===== src/rtl/itimer_pkg.sv =====
package itimer_pkg;

  typedef enum logic [1:0] {
    KIND_TERM   = 2'd0,
    KIND_RATE   = 2'd1,
    KIND_SQUARE = 2'd2,
    KIND_IDLE   = 2'd3
  } tmr_kind_e;

  typedef enum logic [1:0] {
    ACC_LATCH = 2'd0,
    ACC_LO    = 2'd1,
    ACC_HI    = 2'd2,
    ACC_BOTH  = 2'd3
  } tmr_acc_e;

  function automatic tmr_kind_e decode_kind(input logic [2:0] m);
    case (m)
      3'd0:       return KIND_TERM;
      3'd2, 3'd6: return KIND_RATE;
      3'd3, 3'd7: return KIND_SQUARE;
      default:    return KIND_IDLE;
    endcase
  endfunction

  // a reload of 0 or 1 is stored as 0, which stands for the full 65536 range
  function automatic logic [15:0] period_of(input logic [15:0] r);
    return (r <= 16'd1) ? 16'd0 : r;
  endfunction

endpackage


===== src/rtl/itimer_port.sv =====
module itimer_port
  import itimer_pkg::*;
#(
  parameter int DATA_W = 8,
  parameter int CNT_W  = 16
) (
  input  logic              clk,
  input  logic              rst,
  input  logic              cfg_we,
  input  tmr_acc_e          cfg_acc,
  input  logic              latch_cmd,
  input  logic              wr_stb,
  input  logic              rd_stb,
  input  logic [CNT_W-1:0]  count,
  output logic              wr_lo,
  output logic              wr_hi,
  output logic              wr_done,
  output logic [DATA_W-1:0] rd_byte
);

  tmr_acc_e         acc_q;
  logic             wtog_q, rtog_q;
  logic [CNT_W-1:0] snap_q;
  logic             snap_full_q, snap_hi_q;

  assign wr_lo   = wr_stb && (acc_q == ACC_LO || (acc_q == ACC_BOTH && !wtog_q));
  assign wr_hi   = wr_stb && (acc_q == ACC_HI || (acc_q == ACC_BOTH && wtog_q));
  assign wr_done = wr_stb && (acc_q != ACC_BOTH || wtog_q);

  always_comb begin
    if (snap_full_q)
      rd_byte = snap_hi_q ? snap_q[CNT_W-1:DATA_W] : snap_q[DATA_W-1:0];
    else if (acc_q == ACC_HI || (acc_q == ACC_BOTH && rtog_q))
      rd_byte = count[CNT_W-1:DATA_W];
    else
      rd_byte = count[DATA_W-1:0];
  end

  always_ff @(posedge clk) begin
    if (rst) begin
      acc_q       <= ACC_BOTH;
      wtog_q      <= 1'b0;
      rtog_q      <= 1'b0;
      snap_q      <= '0;
      snap_full_q <= 1'b0;
      snap_hi_q   <= 1'b0;
    end else if (cfg_we) begin
      acc_q       <= cfg_acc;
      wtog_q      <= 1'b0;
      rtog_q      <= 1'b0;
      snap_full_q <= 1'b0;
      snap_hi_q   <= 1'b0;
    end else if (latch_cmd) begin
      snap_q      <= count;
      snap_full_q <= 1'b1;
      snap_hi_q   <= 1'b0;
      rtog_q      <= 1'b0;
    end else begin
      if (wr_stb && acc_q == ACC_BOTH) wtog_q <= ~wtog_q;
      if (rd_stb) begin
        if (snap_full_q) begin
          if (snap_hi_q) snap_full_q <= 1'b0;
          snap_hi_q <= ~snap_hi_q;
        end else if (acc_q == ACC_BOTH) begin
          rtog_q <= ~rtog_q;
        end
      end
    end
  end

  // a frozen count must not move while it is being read out
  AST_SNAP_HELD: assert property (@(posedge clk) disable iff (rst)
    (snap_full_q && !latch_cmd && !cfg_we) |=> (snap_q == $past(snap_q))) else $error("snap");

endmodule


===== src/rtl/itimer_counter.sv =====
module itimer_counter
  import itimer_pkg::*;
#(
  parameter int DATA_W = 8,
  parameter int CNT_W  = 16
) (
  input  logic              clk,
  input  logic              rst,
  input  logic              tick,
  input  logic              cfg_we,
  input  tmr_kind_e         cfg_kind,
  input  logic              wr_lo,
  input  logic              wr_hi,
  input  logic              wr_done,
  input  logic [DATA_W-1:0] wdata,
  output logic [CNT_W-1:0]  count,
  output logic              out
);

  tmr_kind_e        kind_q;
  logic [CNT_W-1:0] reload_q, count_q, reload_nx, rate_nx;
  logic             run_q, out_q, wr_any;

  assign wr_any    = wr_lo || wr_hi;
  assign reload_nx = {wr_hi ? wdata : reload_q[CNT_W-1:DATA_W],
                      wr_lo ? wdata : reload_q[DATA_W-1:0]};
  assign rate_nx   = (count_q == CNT_W'(1)) ? period_of(reload_q) : count_q - CNT_W'(1);

  always_ff @(posedge clk) begin
    if (rst) begin
      kind_q   <= KIND_TERM;
      reload_q <= '0;
      count_q  <= '0;
      run_q    <= 1'b0;
      out_q    <= 1'b0;
    end else if (cfg_we) begin
      kind_q   <= cfg_kind;
      reload_q <= '0;
      count_q  <= '0;
      run_q    <= 1'b0;
      out_q    <= (cfg_kind != KIND_TERM);
    end else if (wr_any) begin
      reload_q <= reload_nx;
      case (kind_q)
        KIND_TERM: begin
          out_q <= 1'b0;
          run_q <= wr_done;
          if (wr_done) count_q <= reload_nx;
        end
        KIND_RATE, KIND_SQUARE: begin
          if (!run_q && wr_done) begin
            count_q <= period_of(reload_nx);
            run_q   <= 1'b1;
          end
        end
        default: ;
      endcase
    end else if (tick && run_q) begin
      case (kind_q)
        KIND_TERM: begin
          count_q <= count_q - CNT_W'(1);
          if (count_q == CNT_W'(1)) out_q <= 1'b1;
        end
        KIND_RATE: begin
          count_q <= rate_nx;
          out_q   <= (rate_nx != CNT_W'(1));
        end
        KIND_SQUARE: begin
          if (count_q == CNT_W'(1) || count_q == CNT_W'(2)) begin
            count_q <= period_of(reload_q);
            out_q   <= ~out_q;
          end else begin
            count_q <= count_q - CNT_W'(2);
          end
        end
        default: ;
      endcase
    end
  end

  assign count = count_q;
  assign out   = out_q;

  AST_COUNT_GATED: assert property (@(posedge clk) disable iff (rst)
    (!tick && !cfg_we && !wr_any) |=> (count_q == $past(count_q))) else $error("gate");
  AST_TERM_STICKY: assert property (@(posedge clk) disable iff (rst)
    (kind_q == KIND_TERM && out_q && !cfg_we && !wr_any) |=> out_q) else $error("sticky");
  AST_RATE_ONE_TICK: assert property (@(posedge clk) disable iff (rst)
    (kind_q == KIND_RATE && !out_q && tick && !cfg_we && !wr_any) |=> out_q) else $error("pulse");
  AST_MODESET_OUT: assert property (@(posedge clk) disable iff (rst)
    (cfg_we && cfg_kind == KIND_TERM) |=> (!out_q && !run_q)) else $error("modeset");

endmodule


===== src/rtl/itimer_channel.sv =====
module itimer_channel
  import itimer_pkg::*;
#(
  parameter int DATA_W = 8,
  parameter int CNT_W  = 16
) (
  input  logic              clk,
  input  logic              rst,
  input  logic              tick,
  input  logic              cfg_we,
  input  tmr_acc_e          cfg_acc,
  input  tmr_kind_e         cfg_kind,
  input  logic              latch_cmd,
  input  logic              wr_stb,
  input  logic              rd_stb,
  input  logic [DATA_W-1:0] wdata,
  output logic [DATA_W-1:0] rd_byte,
  output logic              out
);

  logic [CNT_W-1:0] count;
  logic             wr_lo, wr_hi, wr_done;

  itimer_port #(.DATA_W(DATA_W), .CNT_W(CNT_W)) u_port (
    .clk(clk), .rst(rst), .cfg_we(cfg_we), .cfg_acc(cfg_acc),
    .latch_cmd(latch_cmd), .wr_stb(wr_stb), .rd_stb(rd_stb), .count(count),
    .wr_lo(wr_lo), .wr_hi(wr_hi), .wr_done(wr_done), .rd_byte(rd_byte)
  );

  itimer_counter #(.DATA_W(DATA_W), .CNT_W(CNT_W)) u_cnt (
    .clk(clk), .rst(rst), .tick(tick), .cfg_we(cfg_we), .cfg_kind(cfg_kind),
    .wr_lo(wr_lo), .wr_hi(wr_hi), .wr_done(wr_done), .wdata(wdata),
    .count(count), .out(out)
  );

endmodule


===== src/rtl/interval_timer3.sv =====
module interval_timer3
  import itimer_pkg::*;
#(
  parameter int CH_COUNT  = 3,
  parameter int DATA_W    = 8,
  parameter int CNT_W     = 16,
  parameter int IRQ_CH    = 0,
  parameter int STATUS_CH = 2,
  parameter int NIB_W     = 4,
  localparam int ADDR_W   = $clog2(CH_COUNT + 1)
) (
  input  logic              clk,
  input  logic              rst,
  input  logic              tick_en,
  input  logic [ADDR_W-1:0] bus_addr,
  input  logic              bus_wr,
  input  logic              bus_rd,
  input  logic [DATA_W-1:0] bus_wdata,
  output logic [DATA_W-1:0] bus_rdata,
  input  logic              sys_wr,
  input  logic [NIB_W-1:0]  sys_wdata,
  output logic [DATA_W-1:0] sys_status,
  output logic              irq0
);

  logic              cw_wr, cw_unused;
  logic [1:0]        cw_ch;
  tmr_acc_e          cw_acc;
  tmr_kind_e         cw_kind;
  logic [DATA_W-1:0] rd_byte [CH_COUNT];
  logic [CH_COUNT-1:0] ch_out;
  logic [DATA_W-1:0] rd_sel;
  logic [NIB_W-1:0]  nib_q;

  assign cw_wr     = bus_wr && (int'(bus_addr) == CH_COUNT);
  assign cw_ch     = bus_wdata[7:6];
  assign cw_acc    = tmr_acc_e'(bus_wdata[5:4]);
  assign cw_kind   = decode_kind(bus_wdata[3:1]);
  assign cw_unused = bus_wdata[0];  // counting is binary only

  for (genvar g = 0; g < CH_COUNT; g++) begin : g_ch
    logic hit;
    assign hit = cw_wr && (int'(cw_ch) == g);
    itimer_channel #(.DATA_W(DATA_W), .CNT_W(CNT_W)) u_ch (
      .clk(clk), .rst(rst), .tick(tick_en),
      .cfg_we(hit && cw_acc != ACC_LATCH), .cfg_acc(cw_acc), .cfg_kind(cw_kind),
      .latch_cmd(hit && cw_acc == ACC_LATCH),
      .wr_stb(bus_wr && int'(bus_addr) == g), .rd_stb(bus_rd && int'(bus_addr) == g),
      .wdata(bus_wdata), .rd_byte(rd_byte[g]), .out(ch_out[g])
    );
  end

  always_comb begin
    rd_sel = '0;
    for (int i = 0; i < CH_COUNT; i++)
      if (int'(bus_addr) == i) rd_sel = rd_byte[i];
  end

  always_ff @(posedge clk) begin
    if (rst) begin
      bus_rdata <= '0;
      nib_q     <= '0;
    end else begin
      if (bus_rd) bus_rdata <= rd_sel;
      if (sys_wr) nib_q <= sys_wdata;
    end
  end

  assign sys_status = {2'b00, ch_out[STATUS_CH], 1'b0, nib_q};
  assign irq0       = ch_out[IRQ_CH];

  AST_NIBBLE_WRITE: assert property (@(posedge clk) disable iff (rst)
    sys_wr |=> (sys_status[NIB_W-1:0] == $past(sys_wdata))) else $error("nib");
  AST_STATUS_SPARE: assert property (@(posedge clk) disable iff (rst)
    1'b1 |=> (sys_status[7:6] == 2'b00 && !sys_status[4])) else $error("spare");

endmodule


===== config.mk =====
export PLATFORM = sky130hd
export DESIGN_NAME = interval_timer3
export DESIGN_NICKNAME = d
export VERILOG_FILES = /design/src/rtl/itimer_pkg.sv /design/src/rtl/itimer_port.sv /design/src/rtl/itimer_counter.sv /design/src/rtl/itimer_channel.sv /design/src/rtl/interval_timer3.sv
export SDC_FILE = /design/constraint.sdc
export NUM_CORES = 1
export LEC_CHECK = 0
export ABC_AREA = 0
export BUFFER_PORTS_ARGS = -buffer_cell sky130_fd_sc_hd__buf_2
export CAP_MARGIN = 5
export CELL_PAD_IN_SITES_DETAIL_PLACEMENT = 2
export CELL_PAD_IN_SITES_GLOBAL_PLACEMENT = 2
export CORE_ASPECT_RATIO = 0.8
export CORE_MARGIN = 5
export CORE_UTILIZATION = 40
export DETAILED_ROUTE_END_ITERATION = 10
export MAX_ROUTING_LAYER = met4
export PLACE_DENSITY_LB_ADDON = 0.2
export SETUP_SLACK_MARGIN = 0.5
export SYNTH_ARGS = -nofsm -noshare
export SYNTH_HDL_FRONTEND = slang
export SYNTH_SLANG_ARGS = --single-unit

===== constraint.sdc =====
create_clock -name clk -period 8.4 [get_ports clk]
set_clock_uncertainty 0.1 [all_clocks]
set_input_delay 0.42 -clock clk [delete_from_list [all_inputs] [get_ports clk]]
set_output_delay 0.42 -clock clk [all_outputs]
set_load 0.05 [all_outputs]

Word level (Yosys, flattened, before mapping)

Index checks and enable logic that the tools add are counted.

Register bits: 185
Bits of input ports: 20
Output and inout bits: 17
Word-level logic and storage cells: 323

Add/subtract/negate cells: 6
$lt $le $gt $ge: 6
Equality and inequality tests: 53
Muxes and demuxes: 81
Bitwise operators: 20
Reductions and logical operators: 123

Operators with widths:

| cell                  | count |
|---|---|
| $mux 16               | 24 |
| $mux 8                | 18 |
| $pmux 16 s3           | 3 |
| $le 16x1->1 const B   | 6 |
| $pmux 16 s2           | 3 |
| $eq 16x1->1 const B   | 3 |
| $eq 16x2->1 const B   | 3 |
| $sub 16x1->16 const B | 3 |
| $sub 16x2->16 const B | 3 |
| $logic_and 1x1->1     | 43 |
| $ne 16x1->1 const B   | 2 |
| $mux 1                | 27 |
| $eq 2x2->1 const B    | 13 |
| $reduce_and 5->1      | 5 |
| $reduce_bool 2->1     | 11 |
| $not 1->1             | 20 |
| $reduce_bool 4->1     | 5 |
| $logic_or 1x1->1      | 18 |
| $ne 3x3->1 const B    | 6 |
| $reduce_and 2->1      | 9 |
| $reduce_and 3->1      | 6 |
| $ne 4x3->1 const B    | 4 |
| $reduce_or 2->1       | 8 |
| $ne 3x1->1 const B    | 5 |
| 12 further kinds      | 41 |

Depth between registers and ports, before layout

Word-level depth: 10
Gate-level depth with buffers: 11
Depth with buffers taken out: 9

Modules after synthesis

From an unflattened synthesis, not the netlist that was laid out.

Cell total of the unflattened synthesis: 1,764
Area, all modules: 13,924.6 sq um

Modules (own cells, without submodules):

| module                              | instances | cells each | area each (sq um) | sequential area each (sq um) |
|---|---|---|---|---|
| itimer_port                         | 3         | 142        | 1,203.7           | 440.4 |
| itimer_counter (g_ch[0].u_ch.u_cnt) | 1         | 431        | 3,286.9           | 720.7 |
| itimer_counter (g_ch[2].u_ch.u_cnt) | 1         | 412        | 3,163.0           | 720.7 |
| itimer_counter (g_ch[1].u_ch.u_cnt) | 1         | 401        | 3,054.2           | 720.7 |
| interval_timer3                     | 1         | 94         | 809.5             | 240.2 |

Worst setup path after synthesis

OpenSTA, ideal clock, no wires.

Path type: reg2reg
Start point: register g_ch[2].u_ch.u_cnt.count_q[2]
End point: register g_ch[2].u_ch.u_cnt.out_q
Library setup time: 0.134 ns
Arrival: 2.880 ns
Required time: 8.166 ns
Slack: 5.287 ns
Stages on the path, launching flop included: 11
Path buffers: 1
Clock period less this slack: 3.113 ns
Cell sequence: dfxtp_1 > buf_2 > inv_1 > ha_1 > nor3b_1 > nand2_1 > a311o_1 > xnor2_1 > or4_1 > a2111oi_2 > o22ai_1

Longest elaborated chain between the ends: 7
Elaborated cells between the ends (all ways): 13
Classes of those cells: add/sub (1); eq/ne (5); mux (5); reduce/logical (2)

RTL lines:

| element                                      | line                                                             | text |
|---|---|---|
| start: declaration                           | itimer_counter.sv:21                                             | `logic [CNT_W-1:0] reload_q, count_q, reload_nx, rate_nx;` |
| start signal: assignment                     | itimer_counter.sv:48                                             | `if (wr_done) count_q <= reload_nx;` |
| start signal: assignment                     | itimer_counter.sv:52                                             | `count_q <= period_of(reload_nx);` |
| start signal: assignment                     | itimer_counter.sv:61                                             | `count_q <= count_q - CNT_W'(1);` |
| $sub 16x1->16 or $eq 16x1->1 (tied branches) | itimer_counter.sv:27, itimer_counter.sv:62, itimer_counter.sv:69 |  |
| $mux 16                                      | itimer_counter.sv:27                                             | `assign rate_nx = (count_q == CNT_W'(1)) ? period_of(reload_q) : count_q - CNT_W'(1);` |
| $ne 16x1->1                                  | itimer_counter.sv:66                                             | `out_q <= (rate_nx != CNT_W'(1));` |
| $pmux 1 s3                                   | itimer_counter.sv:59                                             | `case (kind_q)` |
| $mux 1                                       | itimer_counter.sv:58                                             | `end else if (tick && run_q) begin` |
| $mux 1                                       | itimer_counter.sv:42                                             | `end else if (wr_any) begin` |
| $mux 1                                       | itimer_counter.sv:36                                             | `end else if (cfg_we) begin` |
| end signal: assignment                       | itimer_counter.sv:41                                             | `out_q <= (cfg_kind != KIND_TERM);` |
| end signal: assignment                       | itimer_counter.sv:66                                             |  |
| end signal: assignment                       | itimer_counter.sv:71                                             | `out_q <= ~out_q;` |
| end: declaration                             | itimer_counter.sv:22                                             | `logic run_q, out_q, wr_any;` |

Parallel ways exist; a longest one is shown, timed or not. The select of a mux whose other input is x is not followed.
A chain may end at the register's enable or synchronous reset.

Worst setup path after layout

Start point: register g_ch[2].u_ch.u_cnt.kind_q[1]
End point: register g_ch[2].u_ch.u_cnt.count_q[3]

Longest elaborated chain between the ends: 4
Elaborated cells between the ends (all ways): 13
Classes of those cells: eq/ne (5); mux (4); reduce/logical (4)

RTL lines:

| element                                               | line                                       | text |
|---|---|---|
| start: declaration                                    | itimer_counter.sv:20                       | `tmr_kind_e kind_q;` |
| start signal: assignment                              | itimer_counter.sv:37                       | `kind_q <= cfg_kind;` |
| $eq 2x2->1, or another cell as far along              | itimer_counter.sv:44, itimer_counter.sv:59 |  |
| $reduce_or 2->1 or $pmux 16 s3 (tied branches)        | itimer_counter.sv:44, itimer_counter.sv:59 |  |
| $ne 3x1->1 (no line), or another cell as far along    | n/a                                        |  |
| $reduce_and 5->1 (no line) or $mux 16 (tied branches) | n/a                                        |  |
| end signal: assignment                                | itimer_counter.sv:48                       |  |
| end signal: assignment                                | itimer_counter.sv:61                       |  |
| end signal: assignment                                | itimer_counter.sv:65                       | `count_q <= rate_nx;` |

Parallel ways exist; a longest one is shown, timed or not. The select of a mux whose other input is x is not followed.

==> results.txt <==
Total CTS buffers -> 17
Syn Area/Cell -> 7.57 µm²
Effective utilization at floorplan -> 0.405
Global-route wire length before repair -> 76600 µm
Ys Warns -> 0
Int Power -> 1.42 mW
CTS tree -> built
Worst slew pin tran -> 1.27 ns
Compound-gate portion of the synthesized area -> 0.205
Final ANT Viol Nets -> 0
Worst skew pair latency -> 0.46 ns
Final Slew Violations -> 0
# resized after CTS -> 0
Flop2flop setup slack -> 4.78 ns
Die Y-Extent -> 164 µm
F_max -> 277 MHz
Clock power share -> 0.388
Final setup fails -> 0
Share of post-route cells with drive strength above 1 -> 0.0895
Cts-stage hold buffer count -> 0
Post-Syn Instances -> 1573
Post-route clock period utilization -> 0.430
Mapped cell area -> 11900 µm²
Worst Hold Class -> primary input to flop
Net Sw Power -> 0.688 mW
Register clock-pin slew on the reported worst setup and hold paths -> 0.08 ns
Hold path depth -> 3
CP max stage delay -> 0.97 ns
Worst IR drop on VDD -> 0.140 mV
FFs w/ async S/R, synth -> 0
Pwr per Cell Area -> 167 nW/µm²
Vias -> 12000
Cell depth of the worst flop-to-flop path -> 9
Post-synth EDFFs -> 0
RePlAce Congestion -> 0.906
CP Class -> flop to flop
Cell variety after synth -> 76
Largest family of logic cells by synthesized area -> simple AND/OR/NAND/NOR gates
CP delay by family, top -> simple AND/OR/NAND/NOR gates
Yosys top cell area share -> 0.311
Tot GR Track Use -> 0.302
Port bufs -> 33
Die area -> 33300 µm²
Synth Area in Adders -> 0.0252
Run status -> complete, no violations
DRC errors left -> 0
Area grow syn2layout -> 5.87%
# IOs -> 37
HP Start -> sys_wdata[1]
Worst Path Buf+Inv -> 2
Seq/Total Area, Yosys -> 0.311
Final TNS setup -> 0 ns
Rows -> 56
Fin. Hold Viols -> 0
1st-iter DRT viols -> 1099
Clk root buf -> clkbuf_16
Crit path launch type -> flop
Comb power frac -> 0.172
Vias per cell -> 6.34
CORE AREA -> 29400 µm²
Hpwl dp -> 35400 µm
Critical Path AT -> 3.83 ns
Yosys top cell by area -> dfxtp_1
RSZ-0062 raised after global routing -> false
Initial antenna violation count -> 1
R2R Path End -> g_ch[2].u_ch.u_cnt.count[3]$_SDFFE_PP0P_
Pin count of the biggest net entering global routing -> 77
Synthesis-stage register bit count -> 185
Crit path time final -> 3.62 ns
Leakage -> 4.76 nW
CTS max path bufs -> 2
CP Capture Type -> flop
H-tree depth -> 4
Required time of the critical path -> 8.61 ns
Hold EP -> nib_q[1]$_SDFFE_PP0P_
Number of global-route vias before repair -> 12500
First-pass DRT Iterations -> 5
Post-synthesis mux area share -> 0.0877
Die Wd -> 203 µm
Sw frac -> 0.327
Final nets -> 1540
DP Worst Slack -> 4.73 ns
Worst rel slew slack -> 0.147
Grt ovf -> 0
Crit-path max FO -> 30
Clk sinks -> 185
Seq pwr share -> 0.440
Setup ws final -> 4.78 ns
Routed len/inst -> 26.2 µm
Dominant cells by area after synthesis -> dfxtp_1 31%, nand2_1 7.9%, mux2i_1 6.3%
Post-synthesis xor/xnor area fraction -> 0.0611
Synth Flop Type -> dfxtp_1
Crit path cell chain -> inv_1, ha_1, inv_1, nand2_1, a211oi_1, nor2_2, a21oi_1, a21oi_1, nor3_1
Synth Area in Simple Gates -> 0.246
Crit-path slowest cell -> nor2_2
Post-CTS setup repair buffer count -> 0
Max Cap Violations -> 0
FF-to-FF Start -> g_ch[2].u_ch.u_cnt.kind_q[1]$_SDFFE_PP0P_
Final wirelength -> 49500 µm
Core Util, Final -> 0.429
-- synthesized netlist by cell type (all sizes together), types with 14 or more instances --
library cell,n
dfxtp,185
buf,44
o211ai,18
or3,14
nand4,18
a211oi,17
o21ai,73
a221oi,28
xor2,28
nand2,251
nand3,43
clkbuf,102
xnor2,55
ha,24
nor2,140
nor4,21
mux2,26
nor3,65
inv,31
mux2i,75
a21oi,136
-- metal layers --
layer,track usage,routed length (µm),up-vias
met5,-,0,-
met4,0.0577,711,0
met3,0.0596,2940,48
met2,0.458,22000,318
met1,0.422,23800,6173
li1,-,-,5428
-- stage by stage --
| stage | cell area (µm²) | std cells | power (mW) | hold WS [ns] |
|---|---|---|---|---|
| 2_1_floorplan | 11900 | 1575 | 1.19 | 0.333 |
| 3_3_place_gp | 12000 | 1854 | 1.28 | 0.340 |
| 3_5_place_dp | 12000 | 1854 | 1.29 | 0.348 |
| 4_1_cts | 12600 | 1886 | 2.11 | 0.0975 |
| 5_1_grt | 12600 | 1887 | 2.18 | 0.108 |
| 6_report | 12600 | 1887 | 2.10 | 0.107 |
-- cell families (layout without fill, tap and decap cells) --
group	count (synthesis)	in the layout
simple gates	623	623
compound gates	379	379
other cells	1	4
xor+xnor	83	83
buf+inv	177	111
fa+ha+maj	24	24
mux	101	101
flops	185	185
-- tightest hold or removal path, cell delays in order --
cell,delay (ns)
buf_2,0.08
mux2i_1,0.06
nor2_1,0.07
-- layout by cell type, fill, tap and decap left out, drive strengths merged, types with 9 or more instances in the layout --
cell	count
a2111oi	11
a211oi	17
a21oi	136
a221oi	28
a31oi	12
and2	12
and3	10
buf	48
clkbuf	18
dfxtp	185
ha	24
inv	39
mux2	26
mux2i	75
nand2	251
nand3	43
nand4	18
nor2	140
nor3	65
nor4	21
o211ai	18
o21ai	73
o22ai	13
or2	9
or3	14
xnor2	55
xor2	28
-- area by class of cell --
cell class	count	area, µm²
timing repair buffer	48	278
sequential	185	3700
clock inverter	14	128
clock buffer	18	439
tap	377	472
antenna	1	2.50
fill	3405	16800
multi-input combinational	1213	7460
inverter	31	116
-- worst max-delay path by stage --
| stage | startpoint | to | cells after the start |
|---|---|---|---|
| 2_1_floorplan | g_ch[2].u_ch.u_cnt.count[2]$_SDFFE_PP0P_ | g_ch[2].u_ch.u_cnt.out$_SDFFE_PP0P_ | 10 |
| 3_3_place_gp | bus_addr[0] | g_ch[2].u_ch.u_cnt.count[11]$_SDFFE_PP0P_ | 8 |
| 3_5_place_dp | bus_addr[0] | g_ch[2].u_ch.u_cnt.count[3]$_SDFFE_PP0P_ | 8 |
| 4_1_cts | g_ch[2].u_ch.u_cnt.kind_q[1]$_SDFFE_PP0P_ | g_ch[2].u_ch.u_cnt.count[3]$_SDFFE_PP0P_ | 9 |
| 5_1_grt | g_ch[2].u_ch.u_cnt.kind_q[1]$_SDFFE_PP0P_ | g_ch[2].u_ch.u_cnt.count[3]$_SDFFE_PP0P_ | 9 |
| 6_report | g_ch[2].u_ch.u_cnt.kind_q[1]$_SDFFE_PP0P_ | g_ch[2].u_ch.u_cnt.count[3]$_SDFFE_PP0P_ | 9 |
-- sequential cells by signal, indices dropped and copies added (netlist names) --
| signal | cells |
|---|---|
| g_ch.u_ch.u_cnt.count | 48 |
| g_ch.u_ch.u_cnt.reload_q | 48 |
| g_ch.u_ch.u_port.snap_q | 48 |
| bus_rdata | 8 |
| g_ch.u_ch.u_cnt.kind_q | 6 |
| g_ch.u_ch.u_port.acc_q | 6 |
| nib_q | 4 |
| g_ch.u_ch.u_cnt.run_q | 3 |
| g_ch.u_ch.u_port.rtog_q | 3 |
| g_ch.u_ch.u_port.snap_full_q | 3 |
| g_ch.u_ch.u_port.snap_hi_q | 3 |
| g_ch.u_ch.u_port.wtog_q | 3 |
| g_ch.u_ch.u_cnt.out | 2 |
-- power groups by stage --
stage          Combinational (mW)  Clock (mW)  Sequential [mW]
3_3_place_gp                0.338           0            0.944
2_1_floorplan               0.258           0            0.933
3_5_place_dp                0.349           0            0.944
4_1_cts                     0.356       0.833            0.924
5_1_grt                     0.387       0.867            0.927
6_report                    0.362       0.817            0.925
Power figures use the tool's default switching activity.
